==> config.mk <==
export PLATFORM = sky130hd
export DESIGN_NAME = insn_field_parser
export DESIGN_NICKNAME = d
export VERILOG_FILES = /design/src/rtl/ifp_pkg.sv /design/src/rtl/ifp_opclass.sv /design/src/rtl/ifp_ea_decode.sv /design/src/rtl/ifp_le_field.sv /design/src/rtl/insn_field_parser.sv
export SDC_FILE = /design/constraint.sdc
export NUM_CORES = 1
export LEC_CHECK = 0
export ABC_CLOCK_PERIOD_IN_PS = 2700
export BUFFER_PORTS_ARGS = -buffer_cell sky130_fd_sc_hd__buf_2
export CAP_MARGIN = 40
export CELL_PAD_IN_SITES_DETAIL_PLACEMENT = 1
export CELL_PAD_IN_SITES_GLOBAL_PLACEMENT = 2
export CORE_ASPECT_RATIO = 2
export CORE_MARGIN = 4
export CORE_UTILIZATION = 34
export CTS_CLUSTER_DIAMETER = 80
export DETAILED_ROUTE_END_ITERATION = 16
export GPL_ROUTABILITY_DRIVEN = 0
export PLACE_DENSITY = 0.93
export SYNTH_ARGS = -nofsm -noshare
export SYNTH_HDL_FRONTEND = slang
export SYNTH_SLANG_ARGS = --single-unit
==> constraint.sdc <==
create_clock -name clk -period 2.7 [get_ports clk]
set_input_delay 0.27 -clock clk [delete_from_list [all_inputs] [get_ports clk]]
set_output_delay 0.27 -clock clk [all_outputs]
set_load 0.05 [all_outputs]
==> src/rtl/ifp_pkg.sv <==
`timescale 1ns/1ps
package ifp_pkg;

    typedef enum logic [2:0] {
        ST_OPC   = 3'd0,
        ST_OPC2  = 3'd1,
        ST_MODRM = 3'd2,
        ST_SIB   = 3'd3,
        ST_DISP  = 3'd4,
        ST_IMM   = 3'd5,
        ST_DONE  = 3'd6
    } ifp_state_e;

    localparam logic [7:0] ESCAPE_OPC = 8'h0F;

    // Per-opcode class: addressing byte needed, immediate length, sign-extend flag
    typedef struct packed {
        logic       need_modrm;
        logic [2:0] imm_len;
        logic       imm_sext;
    } ifp_class_t;

endpackage

==> src/rtl/ifp_opclass.sv <==
`timescale 1ns/1ps
module ifp_opclass
    import ifp_pkg::*;
(
    input  logic       mode32,
    input  logic       two_byte,
    input  logic [7:0] opc,
    output ifp_class_t cls
);
    logic [2:0] full_len;

    always_comb begin
        full_len = mode32 ? 3'd4 : 3'd2;
        cls      = '0;
        if (two_byte) begin
            if (opc[7:4] == 4'h8) begin
                cls.imm_len = full_len;
            end else if (opc >= 8'h90 && opc <= 8'hBF) begin
                cls.need_modrm = 1'b1;
            end
        end else if (opc < 8'h40) begin
            unique case (opc[2:0])
                3'd0, 3'd1, 3'd2, 3'd3: cls.need_modrm = 1'b1;
                3'd4:                   cls.imm_len = 3'd1;
                3'd5:                   cls.imm_len = full_len;
                default:                cls = '0;
            endcase
        end else begin
            unique case (opc)
                8'h68: cls.imm_len = full_len;
                8'h6A: begin cls.imm_len = 3'd1; cls.imm_sext = 1'b1; end
                8'h80: begin cls.need_modrm = 1'b1; cls.imm_len = 3'd1; end
                8'h81: begin cls.need_modrm = 1'b1; cls.imm_len = full_len; end
                8'h83: begin cls.need_modrm = 1'b1; cls.imm_len = 3'd1; cls.imm_sext = 1'b1; end
                8'h88, 8'h89, 8'h8A, 8'h8B: cls.need_modrm = 1'b1;
                8'hC6: begin cls.need_modrm = 1'b1; cls.imm_len = 3'd1; end
                8'hC7: begin cls.need_modrm = 1'b1; cls.imm_len = full_len; end
                default: begin
                    if (opc[7:4] == 4'hB) cls.imm_len = opc[3] ? full_len : 3'd1;
                end
            endcase
        end
    end
endmodule

==> src/rtl/ifp_ea_decode.sv <==
`timescale 1ns/1ps
module ifp_ea_decode #(
    parameter int CNT_W = 3
) (
    input  logic             mode32,
    input  logic [1:0]       mod_f,
    input  logic [2:0]       rm_f,
    input  logic             base_known,
    input  logic [2:0]       base_f,
    output logic             need_sib,
    output logic [CNT_W-1:0] disp_len
);
    always_comb begin
        need_sib = 1'b0;
        disp_len = '0;
        if (mode32) begin
            need_sib = (mod_f != 2'd3) && (rm_f == 3'd4);
            unique case (mod_f)
                2'd1: disp_len = CNT_W'(1);
                2'd2: disp_len = CNT_W'(4);
                2'd0: begin
                    if (rm_f == 3'd5 || (rm_f == 3'd4 && base_known && base_f == 3'd5))
                        disp_len = CNT_W'(4);
                end
                default: disp_len = '0;
            endcase
        end else begin
            unique case (mod_f)
                2'd1: disp_len = CNT_W'(1);
                2'd2: disp_len = CNT_W'(2);
                2'd0: if (rm_f == 3'd6) disp_len = CNT_W'(2);
                default: disp_len = '0;
            endcase
        end
    end
endmodule

==> src/rtl/ifp_le_field.sv <==
`timescale 1ns/1ps
module ifp_le_field #(
    parameter int BYTES = 4,
    localparam int IDX_W = (BYTES > 1) ? $clog2(BYTES) : 1
) (
    input  logic               clk,
    input  logic               rst_n,
    input  logic               clear,
    input  logic               wr_en,
    input  logic [IDX_W-1:0]   idx,
    input  logic [7:0]         din,
    output logic [8*BYTES-1:0] value
);
    logic [7:0] lane_q [BYTES];

    for (genvar j = 0; j < BYTES; j++) begin : g_lane
        always_ff @(posedge clk or negedge rst_n) begin
            if (!rst_n)
                lane_q[j] <= '0;
            else if (clear)
                lane_q[j] <= '0;
            else if (wr_en && idx == IDX_W'(j))
                lane_q[j] <= din;
        end
        assign value[8*j +: 8] = lane_q[j];
    end
endmodule

==> src/rtl/insn_field_parser.sv <==
`timescale 1ns/1ps
module insn_field_parser
    import ifp_pkg::*;
#(
    parameter int MAX_BYTES = 4,
    parameter int LEN_W     = 4,
    localparam int CNT_W    = $clog2(MAX_BYTES) + 1,
    localparam int IDX_W    = (MAX_BYTES > 1) ? $clog2(MAX_BYTES) : 1,
    localparam int FIELD_W  = 8 * MAX_BYTES
) (
    input  logic               clk,
    input  logic               rst_n,
    input  logic               mode32,
    input  logic               in_valid,
    input  logic [7:0]         in_byte,
    output logic               in_ready,
    output logic               done,
    output logic [7:0]         op_first,
    output logic [7:0]         op_second,
    output logic               op_two,
    output logic               modrm_seen,
    output logic [7:0]         modrm,
    output logic               sib_seen,
    output logic [7:0]         sib,
    output logic [CNT_W-1:0]   disp_bytes,
    output logic [FIELD_W-1:0] disp_val,
    output logic [CNT_W-1:0]   imm_bytes,
    output logic [FIELD_W-1:0] imm_val,
    output logic [FIELD_W-1:0] imm_ext,
    output logic [LEN_W-1:0]   insn_len
);
    localparam logic [CNT_W-1:0] ONE = CNT_W'(1);

    ifp_state_e        state_q, state_d;
    ifp_class_t        cls, cls_q;
    logic              mode_q;
    logic              cls_mode;
    logic              acc;
    logic              is_escape;
    logic [CNT_W-1:0]  fcnt_q;
    logic [7:0]        dec_modrm;
    logic              need_sib;
    logic [CNT_W-1:0]  dlen;
    logic              disp_last, imm_last;

    assign in_ready  = (state_q != ST_DONE);
    assign done      = (state_q == ST_DONE);
    assign acc       = in_valid && in_ready;
    assign is_escape = (in_byte == ESCAPE_OPC);
    assign cls_mode  = (state_q == ST_OPC) ? mode32 : mode_q;
    assign dec_modrm = (state_q == ST_MODRM) ? in_byte : modrm;
    assign disp_last = (fcnt_q == disp_bytes - ONE);
    assign imm_last  = (fcnt_q == cls_q.imm_len - ONE);

    ifp_opclass u_opclass (
        .mode32   (cls_mode),
        .two_byte (state_q == ST_OPC2),
        .opc      (in_byte),
        .cls      (cls)
    );

    ifp_ea_decode #(.CNT_W(CNT_W)) u_ea (
        .mode32     (mode_q),
        .mod_f      (dec_modrm[7:6]),
        .rm_f       (dec_modrm[2:0]),
        .base_known (state_q == ST_SIB),
        .base_f     (in_byte[2:0]),
        .need_sib   (need_sib),
        .disp_len   (dlen)
    );

    ifp_le_field #(.BYTES(MAX_BYTES)) u_disp (
        .clk   (clk),
        .rst_n (rst_n),
        .clear (acc && state_q == ST_OPC),
        .wr_en (acc && state_q == ST_DISP),
        .idx   (fcnt_q[IDX_W-1:0]),
        .din   (in_byte),
        .value (disp_val)
    );

    ifp_le_field #(.BYTES(MAX_BYTES)) u_imm (
        .clk   (clk),
        .rst_n (rst_n),
        .clear (acc && state_q == ST_OPC),
        .wr_en (acc && state_q == ST_IMM),
        .idx   (fcnt_q[IDX_W-1:0]),
        .din   (in_byte),
        .value (imm_val)
    );

    // Next-state selection
    always_comb begin
        state_d = state_q;
        unique case (state_q)
            ST_OPC: if (acc) begin
                if (is_escape)                state_d = ST_OPC2;
                else if (cls.need_modrm)      state_d = ST_MODRM;
                else if (cls.imm_len != '0)   state_d = ST_IMM;
                else                          state_d = ST_DONE;
            end
            ST_OPC2: if (acc) begin
                if (cls.need_modrm)           state_d = ST_MODRM;
                else if (cls.imm_len != '0)   state_d = ST_IMM;
                else                          state_d = ST_DONE;
            end
            ST_MODRM: if (acc) begin
                if (need_sib)                 state_d = ST_SIB;
                else if (dlen != '0)          state_d = ST_DISP;
                else if (cls_q.imm_len != '0) state_d = ST_IMM;
                else                          state_d = ST_DONE;
            end
            ST_SIB: if (acc) begin
                if (dlen != '0)               state_d = ST_DISP;
                else if (cls_q.imm_len != '0) state_d = ST_IMM;
                else                          state_d = ST_DONE;
            end
            ST_DISP: if (acc && disp_last) begin
                state_d = (cls_q.imm_len != '0) ? ST_IMM : ST_DONE;
            end
            ST_IMM: if (acc && imm_last) state_d = ST_DONE;
            ST_DONE: state_d = ST_OPC;
            default: state_d = ST_OPC;
        endcase
    end

    // State register
    always_ff @(posedge clk or negedge rst_n) begin
        if (!rst_n) state_q <= ST_OPC;
        else        state_q <= state_d;
    end

    // Field registers
    always_ff @(posedge clk or negedge rst_n) begin
        if (!rst_n) begin
            op_first   <= '0;
            op_second  <= '0;
            op_two     <= 1'b0;
            modrm_seen <= 1'b0;
            modrm      <= '0;
            sib_seen   <= 1'b0;
            sib        <= '0;
            disp_bytes <= '0;
            cls_q      <= '0;
            mode_q     <= 1'b0;
            fcnt_q     <= '0;
            insn_len   <= '0;
        end else if (acc) begin
            unique case (state_q)
                ST_OPC: begin
                    op_first   <= in_byte;
                    op_second  <= '0;
                    op_two     <= is_escape;
                    modrm_seen <= 1'b0;
                    modrm      <= '0;
                    sib_seen   <= 1'b0;
                    sib        <= '0;
                    disp_bytes <= '0;
                    cls_q      <= is_escape ? '0 : cls;
                    mode_q     <= mode32;
                    fcnt_q     <= '0;
                    insn_len   <= LEN_W'(1);
                end
                ST_OPC2: begin
                    op_second <= in_byte;
                    cls_q     <= cls;
                    insn_len  <= insn_len + 1'b1;
                end
                ST_MODRM: begin
                    modrm      <= in_byte;
                    modrm_seen <= 1'b1;
                    disp_bytes <= need_sib ? '0 : dlen;
                    insn_len   <= insn_len + 1'b1;
                end
                ST_SIB: begin
                    sib        <= in_byte;
                    sib_seen   <= 1'b1;
                    disp_bytes <= dlen;
                    insn_len   <= insn_len + 1'b1;
                end
                ST_DISP, ST_IMM: begin
                    fcnt_q   <= ((state_q == ST_DISP) ? disp_last : imm_last) ? '0 : fcnt_q + ONE;
                    insn_len <= insn_len + 1'b1;
                end
                default: fcnt_q <= '0;
            endcase
        end
    end

    assign imm_bytes = cls_q.imm_len;

    always_comb begin
        imm_ext = imm_val;
        if (cls_q.imm_sext && cls_q.imm_len == ONE) begin
            if (mode_q)
                imm_ext = {{(FIELD_W-8){imm_val[7]}}, imm_val[7:0]};
            else
                imm_ext = {{(FIELD_W-16){1'b0}}, {8{imm_val[7]}}, imm_val[7:0]};
        end
    end
endmodule

==> results.json <==
{
  "insertion_delay_ns": 0.41,
  "crit_buf_inv": 3,
  "grt_pass1_wl_um": 32640,
  "dp_slack_ns": 0.5134,
  "fillers": 2127,
  "drv_cap": 0,
  "htreeDepth": 4,
  "crit_chain": "inv_1 > ha_1 > nand3b_1 > inv_1 > nand3_1 > nand2_1 > buf_2",
  "ios": 155,
  "yosysTopAreaCellShare": 0.4843,
  "wirelength_um": 20490,
  "critical-path-max-stage-delay_ns": 0.44,
  "yosysWarnings": 0,
  "num_vias": 5588,
  "grt_setup_unrepaired": "no",
  "tritoncts": "built",
  "grt_max_degree": 61,
  "die_y_um": 196.6,
  "worstPathArrival_ns": 2.18,
  "slew_headroom": 0.6035,
  "syn_inst": 702,
  "synth-edff-count": 0,
  "cpMaxStageDelayCell": "nand3_1",
  "status": "finished clean",
  "synthesis.nets": 723,
  "post_drt_wl_per_cell_um": 19.54,
  "worstMarginPinSlew_ns": 0.5931,
  "die-area_um2": 20110,
  "nNetsFinal": 848,
  "netlist_area_um2": 6046,
  "fin_area_um2": 7473,
  "power_w": 0.009951,
  "worstPathMaxFanout": 16,
  "die_w_um": 102.3,
  "area_growth_pct": 23.61,
  "grt_use_total": 0.2098,
  "period_minus_slack_ns": 2.446,
  "dr.pass1.iters": 4,
  "path_clk_slew_ns": 0.06,
  "synth_area_leaders": "dfrtp_1, nand2_1, a21oi_1",
  "end_kind": "output pin",
  "async_flop_share": 1.000,
  "ys.flop_type": "dfrtp_1",
  "place_area_um2": 6899,
  "via_per_inst": 5.327,
  "yosysMostFrequentCell": "nand2_1",
  "synth_seq_area_share": 0.4843,
  "cts_setup_buffers": 0,
  "fmax_mhz": 408.9,
  "cts_buffers": 17,
  "crit_type": "reg -> out",
  "final_hold_viol_count": 0,
  "yosysUniqueCellTypes": 60,
  "num_rows": 68,
  "io_buffer_count": 154,
  "start_util": 0.3483,
  "cp.required_ns": 2.43,
  "path_delay_family": "simple AND/OR/NAND/NOR gates",
  "leakage_nw": 3.728,
  "crit_path_start_kind": "flip-flop",
  "fin_skew_ns": 0.008234,
  "antenna_cells": 0,
  "clockRootBuffer": "clkbuf_16",
  "grt-ovfl-total": 0,
  "drive_above_1_share": 0.2586,
  "ys_seq_elements": 117,
  "cpMostUsedCell": "inv_1",
  "coreArea_um2": 17360,
  "synth_common_cells": "nand2_1, dfrtp_1, a21oi_1, nand3_1, clkbuf_1",
  "fin_crit_sh": 0.9059,
  "antenna_found_initial": 0,
  "dp_hpwl_um": 14640,
  "avgSynthCellArea_um2": 8.612,
  "yosys.area.top_type": "dfrtp_1",
  "ir_drop_v": 0.0008201,
  "cts.sinks": 117,
  "setup_violations": 0,
  "setup_slack_ns": 0.2541,
  "ant_nets": 0,
  "first_iter_violations": 144,
  "post-route-util": 0.4306,
  "clockBufferDepth": 2,
  "hp-class": "in -> async",
  "p_per_area_nw_per_um2": 1331,
  "finalSetupTns_ns": 0,
  "grt_pass1_vias": 5952,
  "drc": 0,
  "drv_slew": 0
}
==> cells by family (layout without fill, tap and decap cells) <==
| kind of cell | count (synthesis) | in the layout | synth area share |
|---|---|---|---|
| AO/OA/AOI/OAI | 156 | 156 | 0.1527 |
| adder cells (fa/ha/maj) | 9 | 9 | 0.01863 |
| multiplexers | 10 | 10 | 0.01842 |
| AND/OR/NAND/NOR | 310 | 310 | 0.2372 |
| flip-flops | 117 | 117 | 0.4843 |
| buffers and inverters | 90 | 227 | 0.07429 |
| XOR/XNOR | 10 | 10 | 0.01449 |
==> state kept, by name (all words and copies together) (netlist names) <==
signal	count
imm_bytes	3
modrm_seen	1
op_second	8
disp_bytes	3
mode_q	1
sib_seen	1
modrm	8
u_imm.value	32
cls_q	1
op_two	1
fcnt_q	3
u_disp.value	32
state_q	3
sib	8
insn_len	4
op_first	8
==> layout make-up <==
class,count,area (um^2),share of cell area
timing repair buffer,175,970.9,0.1299
inverter,21,78.83,0.01055
clock inverter,13,135.1,0.01808
sequential,117,2928,0.3918
tap,210,262.8,0.03516
clock buffer,18,429.2,0.05743
multi-input combinational,495,2669,0.3571
==> cells in the final DEF, fill, tap and decap left out, types with 15 or more instances in the layout <==
cell       Yosys  final
a21oi_1       76     76
nand2_1      175    175
dfrtp_1      117    117
inv_1         21     21
o21ai_0       27     27
nor2_1        15     15
buf_4         20     18
nand3_1       71     71
buf_2         17    153
clkbuf_16      0     17
==> worst paths after layout <==
check | slack [ns] | cells past startpoint | to | start
hold / removal | 0.30 | 2 | modrm_seen$_DFFE_PN0P_ | rst_n
min in group clk | 0.34 | 3 | mode_q$_DFFE_PN0P_ | mode32
max in group asynchronous | 1.59 | 3 | op_first[1]$_DFFE_PN0P_ | rst_n
setup / recovery | 0.25 | 7 | imm_ext[30] | imm_bytes[1]$_DFFE_PN0P_
hold reg to reg | 0.48 | 2 | op_second[4]$_DFFE_PN0P_ | op_second[4]$_DFFE_PN0P_
setup reg to reg | 0.50 | 6 | state_q[0]$_DFFE_PN0P_ | state_q[1]$_DFFE_PN0P_
==> power breakdown <==
group | total [W] | internal [W] | switching, W
clock network | 0.00218 | 0.00135 | 0.000836
registers | 0.00282 | 0.00231 | 0.000506
logic | 0.00495 | 0.00120 | 0.00374
total | 0.00995 | 0.00486 | 0.00509
==> layer usage <==
metal,part of all wire,track usage
met5,0,0
met4,0.035,0.08759
met3,0.050,0.04215
met2,0.56,0.3891
met1,0.36,0.2243
==> worst reg2reg max path: cells and delay by family, from the launching register on <==
family          cells  cell delay [ns]
compound gates      4             0.82
flops               1             0.72
simple gates        2             0.53
==> through the flow <==
stage	hold slack, ns	cells
4_1_cts	0.3078	1049
5_1_grt	0.3263	1049
3_5_place_dp	0.2012	1017
3_3_place_gp	0.1982	1017
6_report	0.3035	1049
2_1_floorplan	-0.02559	702
==> what timing repair did <==
action                    in CTS  in global routing
resized for setup              0                  0
hold buffers                   1                  0
hold endpoints to repair      20                  0
Note: power is estimated with default switching activity, not from simulation.
